**src/rtl/qspi_seq_pkg.sv**
```systemverilog
package qspi_seq_pkg;

  // value equals log2 of the line count
  typedef enum logic [1:0] {
    LW1 = 2'd0,
    LW2 = 2'd1,
    LW4 = 2'd2
  } lanes_e;

  typedef struct packed {
    lanes_e instr;
    lanes_e addr;
    lanes_e data;
  } lane_set_t;

  typedef enum logic [2:0] {
    ST_IDLE,
    ST_INSTR,
    ST_ADDR,
    ST_DUMMY,
    ST_DATA,
    ST_HOLD
  } state_e;

endpackage

```
**src/rtl/qspi_lane_sel.sv**
```systemverilog
module qspi_lane_sel
  import qspi_seq_pkg::*;
(
  input  logic [2:0] mode_i,
  output lane_set_t  lanes_o
);
  always_comb begin
    unique case (mode_i)
      3'd1:    lanes_o = '{instr: LW1, addr: LW1, data: LW2};
      3'd2:    lanes_o = '{instr: LW1, addr: LW2, data: LW2};
      3'd3:    lanes_o = '{instr: LW1, addr: LW1, data: LW4};
      3'd4:    lanes_o = '{instr: LW1, addr: LW4, data: LW4};
      3'd5:    lanes_o = '{instr: LW4, addr: LW4, data: LW4};
      default: lanes_o = '{instr: LW1, addr: LW1, data: LW1};
    endcase
  end
endmodule

```
**src/rtl/qspi_clkdiv.sv**
```systemverilog
module qspi_clkdiv #(
  parameter int DIV_W = 8
) (
  input  logic             clk_i,
  input  logic             rst_ni,
  input  logic             run_i,
  input  logic [DIV_W-1:0] presc_i,
  output logic             sclk_o,
  output logic             rise_o,
  output logic             fall_o
);
  logic [DIV_W-1:0] div_q;
  logic             sclk_q;
  logic             tick;

  assign tick   = run_i && (div_q == presc_i);
  assign rise_o = tick && !sclk_q;
  assign fall_o = tick && sclk_q;
  assign sclk_o = sclk_q;

  always_ff @(posedge clk_i or negedge rst_ni) begin
    if (!rst_ni) begin
      div_q  <= '0;
      sclk_q <= 1'b0;
    end else if (!run_i) begin
      div_q <= '0;
    end else if (tick) begin
      div_q  <= '0;
      sclk_q <= !sclk_q;
    end else begin
      div_q <= div_q + 1'b1;
    end
  end
endmodule

```
**src/rtl/qspi_phase_seq.sv**
```systemverilog
module qspi_phase_seq
  import qspi_seq_pkg::*;
#(
  parameter int LEN_W   = 8,
  parameter int DUMMY_W = 5,
  parameter int DIV_W   = 8,
  parameter int CSH_W   = 4
) (
  input  logic               clk_i,
  input  logic               rst_ni,
  input  logic               start_i,
  input  logic [2:0]         mode_i,
  input  logic [7:0]         instr_i,
  input  logic               addr_en_i,
  input  logic [23:0]        addr_i,
  input  logic [DUMMY_W-1:0] dummy_i,
  input  logic               read_i,
  input  logic               data_en_i,
  input  logic [LEN_W-1:0]   len_i,
  input  logic [DIV_W-1:0]   presc_i,
  input  logic [CSH_W-1:0]   csh_i,
  input  logic [7:0]         wr_data_i,
  input  logic               wr_valid_i,
  output logic               wr_ready_o,
  output logic [7:0]         rd_data_o,
  output logic               rd_valid_o,
  output logic               busy_o,
  output logic               sclk_o,
  output logic               cs_no,
  output logic [3:0]         io_o,
  output logic [3:0]         io_oe_o,
  input  logic [3:0]         io_i
);
  localparam int CNT_W = (DUMMY_W > 5) ? DUMMY_W : 5;

  state_e             state_q, nxt_state;
  logic [2:0]         mode_q;
  logic               addr_en_q, read_q, data_en_q;
  logic [23:0]        addr_q;
  logic [DUMMY_W-1:0] dummy_q;
  logic [LEN_W-1:0]   len_q, bytes_q;
  logic [DIV_W-1:0]   presc_q;
  logic [CSH_W-1:0]   csh_q, hold_q;
  logic [31:0]        sh_q, sh_nx;
  logic [CNT_W-1:0]   cnt_q;
  logic               need_q;
  logic [6:0]         rsh_q;
  logic [7:0]         rd_nx, rd_data_q;
  logic               rd_valid_q;

  lane_set_t lanes;
  lanes_e    cur_w;
  logic [3:0] lane_mask;
  logic       active, run, rise, fall, last_clk, drive;

  // in idle, decode the incoming mode so the first phase loads right
  qspi_lane_sel u_lanes (
    .mode_i (state_q == ST_IDLE ? mode_i : mode_q),
    .lanes_o(lanes)
  );

  qspi_clkdiv #(.DIV_W(DIV_W)) u_div (
    .clk_i  (clk_i),
    .rst_ni (rst_ni),
    .run_i  (run),
    .presc_i(presc_q),
    .sclk_o (sclk_o),
    .rise_o (rise),
    .fall_o (fall)
  );

  assign active   = (state_q == ST_INSTR) || (state_q == ST_ADDR) ||
                    (state_q == ST_DUMMY) || (state_q == ST_DATA);
  assign run      = active && !((state_q == ST_DATA) && need_q);
  assign last_clk = (cnt_q == CNT_W'(1));

  always_comb begin
    unique case (state_q)
      ST_INSTR: cur_w = lanes.instr;
      ST_ADDR:  cur_w = lanes.addr;
      default:  cur_w = lanes.data;
    endcase
  end

  always_comb begin
    unique case (cur_w)
      LW1: begin
        lane_mask = 4'b0001;
        io_o      = {3'b000, sh_q[31]};
        sh_nx     = {sh_q[30:0], 1'b0};
      end
      LW2: begin
        lane_mask = 4'b0011;
        io_o      = {2'b00, sh_q[31:30]};
        sh_nx     = {sh_q[29:0], 2'b00};
      end
      default: begin
        lane_mask = 4'b1111;
        io_o      = sh_q[31:28];
        sh_nx     = {sh_q[27:0], 4'h0};
      end
    endcase
  end

  always_comb begin
    unique case (lanes.data)
      LW1:     rd_nx = {rsh_q[6:0], io_i[1]};
      LW2:     rd_nx = {rsh_q[5:0], io_i[1:0]};
      default: rd_nx = {rsh_q[3:0], io_i};
    endcase
  end

  // phase skipping chain
  always_comb begin
    state_e after_dummy, after_addr, after_instr;
    after_dummy = data_en_q ? ST_DATA : ST_HOLD;
    after_addr  = (dummy_q != '0) ? ST_DUMMY : after_dummy;
    after_instr = addr_en_q ? ST_ADDR : after_addr;
    unique case (state_q)
      ST_INSTR: nxt_state = after_instr;
      ST_ADDR:  nxt_state = after_addr;
      ST_DUMMY: nxt_state = after_dummy;
      default:  nxt_state = ST_HOLD;
    endcase
  end

  always_ff @(posedge clk_i or negedge rst_ni) begin
    if (!rst_ni) begin
      state_q    <= ST_IDLE;
      mode_q     <= '0;
      addr_en_q  <= 1'b0;
      read_q     <= 1'b0;
      data_en_q  <= 1'b0;
      addr_q     <= '0;
      dummy_q    <= '0;
      len_q      <= '0;
      bytes_q    <= '0;
      presc_q    <= '0;
      csh_q      <= '0;
      hold_q     <= '0;
      sh_q       <= '0;
      cnt_q      <= '0;
      need_q     <= 1'b0;
      rsh_q      <= '0;
      rd_data_q  <= '0;
      rd_valid_q <= 1'b0;
    end else begin
      rd_valid_q <= 1'b0;
      unique case (state_q)
        ST_IDLE: begin
          if (start_i) begin
            state_q   <= ST_INSTR;
            mode_q    <= mode_i;
            addr_en_q <= addr_en_i;
            addr_q    <= addr_i;
            dummy_q   <= dummy_i;
            read_q    <= read_i;
            data_en_q <= data_en_i;
            len_q     <= len_i;
            presc_q   <= presc_i;
            csh_q     <= csh_i;
            sh_q      <= {instr_i, 24'h0};
            cnt_q     <= CNT_W'(32'd8 >> lanes.instr);
          end
        end
        ST_HOLD: begin
          if (hold_q == '0) state_q <= ST_IDLE;
          else              hold_q  <= hold_q - 1'b1;
        end
        default: begin
          if ((state_q == ST_DATA) && need_q && wr_valid_i) begin
            sh_q[31:24] <= wr_data_i;
            need_q      <= 1'b0;
          end
          if (rise && (state_q == ST_DATA) && read_q) begin
            rsh_q <= rd_nx[6:0];
            if (last_clk) begin
              rd_data_q  <= rd_nx;
              rd_valid_q <= 1'b1;
            end
          end
          if (fall) begin
            if (!last_clk) begin
              cnt_q <= cnt_q - 1'b1;
              sh_q  <= sh_nx;
            end else if ((state_q == ST_DATA) && (bytes_q != '0)) begin
              bytes_q <= bytes_q - 1'b1;
              cnt_q   <= CNT_W'(32'd8 >> lanes.data);
              need_q  <= !read_q;
            end else begin
              state_q <= nxt_state;
              unique case (nxt_state)
                ST_ADDR: begin
                  sh_q  <= {addr_q, 8'h00};
                  cnt_q <= CNT_W'(32'd24 >> lanes.addr);
                end
                ST_DUMMY: cnt_q <= CNT_W'(dummy_q);
                ST_DATA: begin
                  cnt_q   <= CNT_W'(32'd8 >> lanes.data);
                  bytes_q <= len_q;
                  need_q  <= !read_q;
                end
                default: hold_q <= csh_q;
              endcase
            end
          end
        end
      endcase
    end
  end

  assign drive      = (state_q == ST_INSTR) || (state_q == ST_ADDR) ||
                      ((state_q == ST_DATA) && !read_q);
  assign io_oe_o    = drive ? lane_mask : 4'b0000;
  assign cs_no      = !active;
  assign busy_o     = (state_q != ST_IDLE);
  assign wr_ready_o = (state_q == ST_DATA) && need_q;
  assign rd_data_o  = rd_data_q;
  assign rd_valid_o = rd_valid_q;

endmodule

```
**config.mk**
```make
export PLATFORM = sky130hd
export DESIGN_NAME = qspi_phase_seq
export DESIGN_NICKNAME = d
export VERILOG_FILES = /design/src/rtl/qspi_seq_pkg.sv /design/src/rtl/qspi_lane_sel.sv /design/src/rtl/qspi_clkdiv.sv /design/src/rtl/qspi_phase_seq.sv
export SDC_FILE = /design/constraint.sdc
export NUM_CORES = 1
export LEC_CHECK = 0
export ABC_AREA = 1
export BUFFER_PORTS_ARGS = -buffer_cell sky130_fd_sc_hd__clkbuf_2
export CAP_MARGIN = 0
export CORE_ASPECT_RATIO = 0.7
export CORE_MARGIN = 3
export CORE_UTILIZATION = 55
export DETAILED_ROUTE_END_ITERATION = 16
export PLACE_DENSITY_LB_ADDON = 0.05
export RECOVER_POWER = 25
export SLEW_MARGIN = 5
export SYNTH_ARGS = -nofsm -noshare
export SYNTH_HDL_FRONTEND = slang
export SYNTH_HIERARCHICAL = 1
export SYNTH_SLANG_ARGS = --single-unit
```
**constraint.sdc**
```tcl
create_clock -name clk_i -period 3 [get_ports clk_i]
set_input_delay 0 -clock clk_i [delete_from_list [all_inputs] [get_ports clk_i]]
set_output_delay 0 -clock clk_i [all_outputs]
set_load 0.05 [all_outputs]
```
== Yosys cells after proc, flatten, opt, wreduce, memory -nomap -nowiden ==
Index checks and enable logic that the tools add are counted.
Word-level totals
  flip-flop bits (word level): 133
  memories: 0
  bits in latches: 0
  logic and storage cells: 149
  memory bits (writable): 0
  ROM bits: 0
Cells by class
  multipliers: 0
  shift-type cells: 3
  eq/ne operators: 26
  reductions and logical operators: 43
  magnitude comparators: 0
  bitwise operators: 3
  add/sub/neg operators: 4
  div/mod/pow operators: 0
  multiplexer cells: 49
Operators by type and width (number)
  32-bit two-way mux: 5
  32-bit case mux with 2 select lines: 2
  8-bit two-way mux: 5
  6-bit case mux with 5 select lines: 1
  3-bit two-way mux: 8
  4-bit two-way mux: 6
  4-bit case mux with 2 select lines: 3
  5-bit two-way mux: 4
  3-bit by 2-bit equality test with 1-bit output (second input constant): 6
  8-bit case mux with 2 select lines: 1
  3-bit equality test (second input constant): 5
  5-bit case mux with 3 select lines: 1
  1-bit logical AND: 10
  5-bit case mux with 2 select lines: 1
  5-bit AND reduction: 2
  4-bit by 2-bit right shift with 5-bit output (first input constant): 2
  1-bit two-way mux: 9
  3-bit case mux with 3 select lines: 1
  3-bit nonzero test: 3
  8-bit by 1-bit adder with 8-bit output (second input constant): 1
  8-bit equality test: 1
  2-bit AND reduction: 4
  4-bit AND reduction: 2
  2-bit nonzero test: 4
  other kinds (27): 41

== Longest topological paths before layout ==
Gate-level depths: netlist of the first run.
  depth in word-level cells: 11
  mapped depth: 20
  gate-level depth less buffers: 17

== By module ==
The synthesis of the first run kept the hierarchy.
By module, submodules not included
  qspi_phase_seq: cells each 882, area an instance 7061.8 sq um, instances 1
  qspi_clkdiv: cells each 127, area an instance 819.5 sq um, instances 1
  qspi_lane_sel: cells each 16, area an instance 68.8 sq um, instances 1

== Worst setup path before layout of the first run ==
No wires, ideal clock.
  kind: register to output
  from: register state_q[1]
  to: output io_oe_o[3]
  buffers on the path: 4
  cell stages (with the launch flop): 16
  slack: -0.505 ns
  data arrival time: 3.505 ns
  required time: 3.000 ns
  path through: dfrtp_1 -> nor2_2 -> nand2_2 -> clkbuf_1 -> o21ai_0 -> inv_2 -> nand2_2 -> nand2_1 -> inv_1 -> clkbuf_1 -> nand2_1 -> nand3b_2 -> inv_2 -> buf_2 -> nor2_1 -> buf_4
RTL lines
  from (decl): line qspi_phase_seq.sv:36  | state_e state_q, nxt_state;
  from (signal assigned): line qspi_phase_seq.sv:191  | state_q <= nxt_state;
  to (decl): line qspi_phase_seq.sv:31  | output logic [3:0] io_oe_o,

==> impl_metrics.csv, run 1 <==
group,metric,value,unit
run_status,outcome,"finished, violations left",
run_status,violations,"capacitance limit, slew limit",
cts,cts_tree,"built",
sta,max_freq,355,MHz
critical_path,end_kind,"primary output",
synth,synth_area_per_cell,7.76,µm²
sta,finalCriticalPeriod,2.82,ns
critical_path,path_class,"register to primary output",
cts,cts-root-buf,"clkbuf_16",
die,start_util,56.8,%
critical_path,path_depth,14,
critical_path,worstPathCellList,"nor2_4, nand2_4, o21ai_2, nand3_1, nand2_1, inv_1, nor2_1, nand3b_2, inv_2, nand2_1, buf_6, inv_1, nor2_2, buf_12",
route,drt_iter0_markers,499,
route,wl,20100,µm
placed_design,post-place-cells,1297,
hold_path,hold_depth,5,
placed_design,place_ws,0.0850,ns
grt,grt_pass1_wl,33700,µm
finish,final_cell_mix,"nand2_1, dfrtp_1, inv_1, clkbuf_2",
hold_path,hold_path_class,"primary input to register",
cts,cts_buffers,17,
cts,cts_setup_buffers,0,
sta,tightest_slew,1.63,ns
route,ant_nets,0,
synth,syn-num-nets,1112,
sta,rsz0062_at_grt,"no",
route,num_vias,7303,
sta,setup_tns,0,ns
critical_path,cpLargestDelayFamily,"simple AND/OR/NAND/NOR gates",
sta,hold_violations,0,
pwr,pwr_density_cell,395,mW/mm²
synth,ys_types,43,
sta,finalCritPeriodShare,93.9,%
sta,holdWs,0.0142,ns
finish,final_common_cell,"nand2_1",
placed_design,place_hpwl,14200,µm
die,dieHeight,107,µm
synth,synth_top_flop_cell,"dfrtp_1",
finish,syn2layout_area_growth,25.6,%
critical_path,worst-path-buf-inv,5,
synth,yosys_register_bits,132,
die,fp-row-count,36,
pwr,leakage,5.13,nW
sta,final_max_slew_viol_count,66,
synth,synth_seq_area_share,41.5,%
grt,grt_usage,26.2,%
sta,fin_ws,0.184,ns
critical_path,cp_max_fo,11,
finish,drive_above_1_share,23.9,%
grt,grt_start_max_net_pins,66,
synth,synth-edff-count,0,
die,dieArea,0.0160,mm²
critical_path,start_kind,"register",
die,io-pin-count,100,
finish,stdcell_count,1396,
placed_design,place.gp.congestion,0.882,
route,vias_per_cell,5.23,
critical_path,crit_arrival,2.82,ns
flow_run,drv_cap,1,
cts,clock_latency,0.41,ns
pwr,peakVddDrop,0.293,mV
synth,synth_warnings,6,
sta,fin_worst_skew,0.0115,ns
route,remaining_drc_errors,0,
cts,htreeDepth,4,
grt,antenna_found_initial,0,
synth,syn_area,0.00795,mm²
grt,grt_pass1_vias,6956,
die,core,0.0140,mm²
sta,setup_viol,0,
route,wl_per_cell,14.4,µm
synth,synth_cells,1025,
critical_path,cp.required,3.00,ns
cts,clk_path_buf_depth,2,
die,die_x,150,µm
critical_path,cp_slowest_cell,"dfrtp_2",
placed_design,port_buffers,99,
route,drt-pass1-iter-count,5,
critical_path,reg2regPathDepth,14,
finish,final_nets,1280,
synth,synthArstFlopShare,100,%
grt,globalRoute.totalOverflow,0,
critical_path,max_stage_delay,0.47,ns
finish,antennaDiodeCount,0,
cts,path_clk_slew,0.06,ns
sta,maxSlewHeadroom,-8.97,%
cts,clock_sinks,132,
final timing paths:
kind                       slack (ns)        from        endpoint
max                              0.18  state_q[1]      io_oe_o[1]
min                              0.01  instr_i[7]        sh_q[31]
max reg2reg                      0.25  state_q[1]        sh_q[11]
min reg2reg                      0.49    rsh_q[6]        rsh_q[6]
max in group asynchronous        0.73      rst_ni  u_div/div_q[7]
min in group asynchronous        0.53      rst_ni        sh_q[30]
metrics by stage:
step	util [%]	power, W	instance area (µm²)
2_1_floorplan	-	0.00182	7970
3_3_place_gp	62.1	0.00191	8700
3_5_place_dp	62.1	0.00191	8700
4_1_cts	71.0	0.00397	9950
5_1_grt	71.3	0.00407	9980
6_report	71.3	0.00394	9980
flip-flops by register name, summed over array words and instances, names as in the netlist, 7 cells and up:
name / flops
presc_q: 8
len_q: 8
bytes_q: 8
sh_q: 31
addr_q: 24
rsh_q: 7
rd_data_o: 8
u_div/div_q: 8
layer usage:
layer	routed length (µm)	vias to the layer above	global-route usage [%]
li1	-	3667	-
met1	10200	3420	40.1
met2	8630	201	39.0
met3	1140	15	4.06
met4	156	0	6.46
met5	0	-	0
report_power, final:
part / internal [W] / total (W) / switching (W)
sequential: 0.00178 / 0.00178 / 0
clock: 0.00117 / 0.00200 / 0.000822
combinational: 0.0000963 / 0.000167 / 0.0000703
total: 0.00305 / 0.00394 / 0.000892
layout make-up:
| type | instances | area (µm²) |
|---|---|---|
| clock buffers | 19 | 443 |
| multi-input cells | 715 | 3950 |
| inverters | 140 | 526 |
| repair buffers | 187 | 1400 |
| well taps | 190 | 238 |
| flip-flops and latches | 132 | 3300 |
| fillers | 1142 | 4030 |
| clock inverters | 13 | 124 |
cells in the mapped netlist (9+ instances only):
master | count | area [µm²]
nor2_1 | 69 | 259
mux2_2 | 47 | 529
clkbuf_1 | 10 | 37.5
nor3_1 | 18 | 90.1
a21oi_1 | 48 | 240
o211ai_1 | 28 | 210
buf_6 | 9 | 101
inv_2 | 24 | 90.1
nand2_1 | 267 | 1000
o21ai_1 | 29 | 145
dfrtp_1 | 132 | 3300
nand2_2 | 16 | 100
buf_2 | 12 | 60.1
o21ai_0 | 48 | 240
nor2_2 | 11 | 68.8
nand3_1 | 63 | 315
inv_1 | 114 | 428
logic make-up after synthesis:
group | after synthesis | synth area share [%]
flops | 132 | 41.5
mux | 47 | 6.66
buf+inv | 178 | 9.68
simple gates | 475 | 27.1
other cells | 1 | 0.0472
xor+xnor | 10 | 1.10
compound gates | 174 | 12.6
fa+ha+maj | 8 | 1.26
worst reg2reg max path, delay by kind of cell, from the launching register on:
kind / cells / cell delay (ns)
AO/OA/AOI/OAI: 1 / 0.10
buffers and inverters: 4 / 0.57
flip-flops: 1 / 0.47
AND/OR/NAND/NOR: 9 / 1.49
timing repair:
| item | CTS | global route |
|---|---|---|
| endpoints found under the hold margin | 131 | 0 |
| pin swaps | 0 | 1 |
| hold buffers | 67 | 0 |
| setup endpoints to repair | 3 | 42 |
| resized for setup | 4 | 9 |
Power figures use the tool's default switching activity.
==> run 2: changes to the inputs <==
--- a/config.mk
+++ b/config.mk
@@ -11,6 +11,7 @@
 export CORE_ASPECT_RATIO = 0.7
 export CORE_MARGIN = 3
 export CORE_UTILIZATION = 55
+export CTS_BUF_LIST = sky130_fd_sc_hd__clkbuf_2 sky130_fd_sc_hd__clkbuf_4 sky130_fd_sc_hd__clkbuf_8
 export DETAILED_ROUTE_END_ITERATION = 16
 export PLACE_DENSITY_LB_ADDON = 0.05
 export RECOVER_POWER = 25
==> run 2 against run 1 <==
The flow still finishes with violations (capacitance limit, slew limit). Via count is 0.71% lower. Global-route usage is 0.17 points lower. Flip-flop and latch count stayed put.
==> impl_metrics.csv, run 2 (synthesized netlist as in run 1, its figures left out) <==
group,metric,value,unit
flow_run,drv_cap,1,
finish,final_common_cell,"nand2_1",
finish,syn2layout_area_growth,23.2,%
placed_design,place_hpwl,14200,µm
placed_design,placed_area,0.00870,mm²
finish,regArea,0.00330,mm²
route,ant_nets,0,
finish,nFillCells,1177,
cts,cts_buffers,17,
sta,rsz0062_at_grt,"no",
grt,grt_pass1_wl,33400,µm
cts,htreeDepth,4,
sta,finalCriticalPeriod,2.82,ns
grt,globalRoute.totalOverflow,0,
critical_path,cp.required,3.00,ns
critical_path,start_kind,"register",
placed_design,place.gp.congestion,0.882,
sta,final_max_slew_viol_count,66,
sta,max_freq,354,MHz
die,dieArea,0.0160,mm²
die,core,0.0140,mm²
pwr,peakVddDrop,0.221,mV
finish,stdcell_count,1397,
critical_path,path_class,"register to primary output",
critical_path,cp_max_fo,11,
finish,antennaDiodeCount,0,
sta,hold_violations,0,
finish,multi_input_area,0.00394,mm²
route,wl,20000,µm
finish,reg_top3,"sh_q (31), addr_q (24)",
finish,max_flop_register,"sh_q",
finish,final_nets,1281,
finish,final_cell_mix,"nand2_1, dfrtp_1, inv_1, clkbuf_2, dlygate4sd3_1",
die,fp-row-count,36,
sta,fin_worst_skew,0.0188,ns
cts,clk_path_buf_depth,2,
cts,clock_latency,0.45,ns
finish,largest_reg_flops,31,
finish,design_area,0.00980,mm²
finish,drive_above_1_share,23.9,%
cts,cts-root-buf,"clkbuf_8",
grt,antenna_found_initial,0,
sta,setup_tns,0,ns
sta,finalCritPeriodShare,94.1,%
grt,grt_start_max_net_pins,66,
placed_design,port_buffers,99,
cts,cts_tree,"built",
critical_path,crit_arrival,2.82,ns
die,start_util,56.8,%
placed_design,place_ws,0.0850,ns
pwr,pwr_density_cell,348,mW/mm²
die,dieHeight,107,µm
route,remaining_drc_errors,0,
run_status,violations,"capacitance limit, slew limit",
critical_path,end_kind,"primary output",
route,vias_per_cell,5.19,
sta,maxSlewHeadroom,-10.3,%
grt,grt_pass1_vias,6869,
die,io-pin-count,100,
cts,path_clk_slew,0.08,ns
sta,setup_viol,0,
route,num_vias,7251,
run_status,outcome,"finished, violations left",
sta,holdWs,0.0702,ns
hold_path,hold_path_class,"primary input to register",
die,die_x,150,µm
pwr,leakage,5.04,nW
placed_design,post-place-cells,1297,
route,drt_iter0_markers,513,
cts,clock_sinks,132,
grt,grt_usage,26.0,%
sta,fin_ws,0.178,ns
route,drt-pass1-iter-count,5,
sta,tightest_slew,1.65,ns
route,wl_per_cell,14.3,µm
==> run 2: worst max-delay path, cell delays in order (launching register included) <==
cell and delay [ns]:
dfrtp_2 0.47, nor2_4 0.16, nand2_4 0.12, o21ai_2 0.28
nand3_1 0.15, nand2_1 0.14, inv_1 0.09, nor2_1 0.10
nand3b_2 0.18, inv_2 0.05, nand2_1 0.09, buf_6 0.16
inv_1 0.10, nor2_2 0.14, buf_12 0.15
==> run 2: metrics by stage <==
stage,power [W],utilization [%]
floorplan,0.00182,-
finish,0.00340,69.9
detailed placement,0.00191,62.1
global route,0.00353,69.9
CTS,0.00343,69.8
global placement,0.00191,62.1
==> run 2: worst paths after layout <==
check | startpoint | end | slack [ns] | cells past startpoint
min in group asynchronous | rst_ni | sh_q[30] | 0.49 | 2
hold reg to reg | rsh_q[6] | rsh_q[6] | 0.49 | 2
setup reg to reg | state_q[1] | sh_q[13] | 0.26 | 14
hold / removal | wr_data_i[5] | sh_q[29] | 0.07 | 7
setup / recovery | state_q[1] | io_oe_o[1] | 0.18 | 14
max in group asynchronous | rst_ni | u_div/div_q[3] | 0.75 | 3
==> run 2: report_power, final <==
part	leakage (nW)	internal (W)	switching (W)
sequential	1.63	0.00178	0
clock	0.176	0.000696	0.000764
combinational	3.24	0.0000972	0.0000706
==> run 2: routing by layer <==
layer / vias up / part of all wire [%] / GRT usage [%] / wire, µm
met5: - / 0 / 0 / 0
met4: 0 / 0.91 / 6.27 / 182
met3: 18 / 5.9 / 4.22 / 1190
met2: 222 / 42 / 38.2 / 8450
met1: 3353 / 51 / 40.2 / 10200
li1: 3658 / - / - / -
==> run 2: timing repair <==
action / 4_1_cts / 5_1_grt
gates resized for setup: 5 / 7
setup endpoints to repair: 3 / 35
setup buffers: 0 / 0
hold buffers: 68 / 0
endpoints found under the hold margin: 132 / 0
==> run 2: area by class of cell <==
class / count / share of cell area (%)
multi-input combinational: 715 / 40.2
sequential: 132 / 33.7
timing repair buffer: 188 / 14.4
inverter: 140 / 5.36
clock buffer: 19 / 2.61
tap: 190 / 2.43
clock inverter: 13 / 1.26
==> run 3: changes to the inputs <==
--- a/config.mk
+++ b/config.mk
@@ -13,6 +13,7 @@
 export CORE_UTILIZATION = 55
 export CTS_BUF_LIST = sky130_fd_sc_hd__clkbuf_2 sky130_fd_sc_hd__clkbuf_4 sky130_fd_sc_hd__clkbuf_8
 export DETAILED_ROUTE_END_ITERATION = 16
+export GPL_TIMING_DRIVEN = 0
 export PLACE_DENSITY_LB_ADDON = 0.05
 export RECOVER_POWER = 25
 export SLEW_MARGIN = 5
==> constraint.sdc (replaced) <==
create_clock -name clk_i -period 2.74 [get_ports clk_i]
set_input_delay 0 -clock clk_i [delete_from_list [all_inputs] [get_ports clk_i]]
set_output_delay 0 -clock clk_i [all_outputs]
set_load 0.05 [all_outputs]
==> run 3 against run 2 <==
The run ends with capacitance limit, slew limit, setup timing left. Setup slack worse by 0.19 ns. Register-to-register slack worse by 0.16 ns. Global-route usage up 1.8 points. Flip-flop and latch count unchanged. Largest power group unchanged.
==> impl_metrics.csv, run 3 (synthesized netlist as in run 1, its figures left out) <==
group,metric,value,unit
flow_run,drv_cap,1,
sta,finalCriticalPeriod,2.76,ns
die,dieHeight,107,µm
critical_path,end_kind,"primary output",
route,ant_nets,0,
critical_path,max_stage_delay,0.42,ns
route,drt-pass1-iter-count,5,
finish,largest_reg_flops,31,
die,io-pin-count,100,
die,core,0.0140,mm²
cts,clock_latency,0.45,ns
pwr,p_clk_share,45.0,%
critical_path,worstPathCellList,"nor2_4, nand2_8, o21ai_4, nor2_4, nand2_2, nand2_2, inv_2, nor2_2, nand3b_4, inv_4, nand2_4, buf_8, o221ai_4, buf_8",
pwr,internal-power,0.00298,W
sta,tightest_slew,2.29,ns
sta,fin_ws,-0.0170,ns
critical_path,cp.required,2.74,ns
hold_path,hold_start,"wr_data_i[5]",
run_status,outcome,"finished, violations left",
cts,clock_sinks,132,
cts,clk_path_buf_depth,2,
sta,hold_violations,0,
finish,nFillCells,1100,
die,die_x,150,µm
critical_path,start_kind,"register",
sta,maxSlewHeadroom,-52.8,%
sta,max_freq,363,MHz
pwr,switching_share,23.4,%
critical_path,crit_arrival,2.76,ns
sta,rsz0062_at_grt,"yes",
route,wl_per_cell,15.2,µm
finish,final_nets,1312,
pwr,seqPwrFrac,50.1,%
sta,finalCritPeriodShare,101,%
pwr,peakVddDrop,0.318,mV
critical_path,worst-path-buf-inv,4,
critical_path,cpLargestDelayFamily,"simple AND/OR/NAND/NOR gates",
critical_path,cp_slowest_cell,"dfrtp_1",
finish,max_flop_register,"sh_q",
finish,drive_above_1_share,27.2,%
route,num_vias,7522,
pwr,pwr_density_cell,379,mW/mm²
grt,grt_pass1_vias,7006,
route,wl,21700,µm
run_status,violations,"capacitance limit, slew limit, setup timing",
grt,grt_pass1_wl,35200,µm
die,dieArea,0.0160,mm²
finish,final_cell_mix,"nand2_1, dfrtp_1, inv_1, clkbuf_2, dlygate4sd3_1",
grt,antenna_found_initial,0,
grt,globalRoute.totalOverflow,0,
cts,htreeDepth,4,
route,remaining_drc_errors,0,
route,drt_iter0_markers,727,
cts,path_clk_slew,0.08,ns
sta,setup_viol,2,
finish,syn2layout_area_growth,29.0,%
grt,grt_start_max_net_pins,94,
critical_path,cp_max_fo,8,
placed_design,place_hpwl,15200,µm
critical_path,r2r_start,"state_q[0]",
placed_design,port_buffers,99,
finish,final_common_cell,"nand2_1",
pwr,p_comb_share,4.8,%
die,fp-row-count,36,
cts,cts-root-buf,"clkbuf_8",
finish,reg_top3,"sh_q (31), addr_q (24)",
critical_path,crit_path_start,"state_q[0]",
pwr,leakage,5.18,nW
sta,holdWs,0.0896,ns
sta,fin_worst_skew,0.0215,ns
finish,antennaDiodeCount,0,
critical_path,path_class,"register to primary output",
cts,cts_buffers,17,
hold_path,hold_path_class,"primary input to register",
cts,cts_tree,"built",
placed_design,place_ws,-0.532,ns
placed_design,place.gp.congestion,0.929,
pwr,p_switching,0.000907,W
die,start_util,56.8,%
route,vias_per_cell,5.27,
sta,final_max_slew_viol_count,40,
grt,grt_usage,27.8,%
[run 3: area by class of cell]
type / instances / area [µm²] / area share [%]
Tap cell: 190 / 238 / 2.32
Inverter: 140 / 543 / 5.29
Timing Repair Buffer: 186 / 1390 / 13.5
Multi-Input combinational cell: 715 / 4130 / 40.3
Buffer: 33 / 234 / 2.28
Sequential cell: 132 / 3300 / 32.2
Clock inverter: 14 / 179 / 1.74
Clock buffer: 18 / 241 / 2.35
[run 3: routing by layer]
layer	track usage, %	vias to the layer above	part of all wire, %
met5	0	-	0
met4	5.74	0	1.0
met3	5.83	25	6.8
met2	41.0	252	43
met1	42.5	3516	50
li1	-	3729	-
[run 3: path summary, 6_finish.rpt]
check	endpoint	slack (ns)	cells after the start
setup / recovery	io_o[0]	-0.02	14
hold / removal	sh_q[29]	0.09	7
setup reg to reg	sh_q[7]	0.10	16
hold reg to reg	rsh_q[6]	0.49	2
max in group asynchronous	sh_q[20]	0.61	3
min in group asynchronous	addr_q[20]	0.77	2
[run 3: power by group through the flow]
stage,clock network (W),logic [W],registers (W)
2_1_floorplan,0,0.00000672,0.00199
6_report,0.00175,0.000188,0.00195
4_1_cts,0.00178,0.000189,0.00195
3_5_place_dp,0,0.000112,0.00198
5_1_grt,0.00186,0.000207,0.00195
3_3_place_gp,0,0.000106,0.00199
[run 3: repair_timing]
item                                    CTS  global route
pin swaps                                11            15
endpoints found under the hold margin   202             0
endpoints found under the setup margin   73            54
resized for setup                        55            32
hold buffers                             68             0
buffers inserted                          9             9
[run 3: per-stage QoR]
| step | utilization [%] | total power, W | cell area [µm²] | setup TNS [ns] | instances |
|---|---|---|---|---|---|
| global placement | 62.4 | 0.00209 | 8740 | -82.98 | 1314 |
| global route | 73.2 | 0.00401 | 10300 | -0.683 | 1428 |
| floorplan | - | 0.00199 | 8010 | -0.0815 | 1025 |
| CTS | 72.4 | 0.00391 | 10100 | 0 | 1421 |
| finish | 73.2 | 0.00388 | 10300 | -0.0246 | 1428 |
| detailed placement | 62.6 | 0.00210 | 8770 | -18.51 | 1315 |
[run 3: worst reg2reg max path, cell delays in order (launching register included)]
cell	delay, ns
dfrtp_1	0.42
nor2_4	0.24
nand2_4	0.12
inv_4	0.08
nor2_2	0.04
or2_4	0.24
inv_4	0.06
nand4_1	0.16
nor3_4	0.32
inv_2	0.10
nor2_4	0.15
inv_4	0.07
nor2_4	0.14
inv_2	0.07
a21oi_2	0.11
o211ai_1	0.10
o21ai_1	0.14
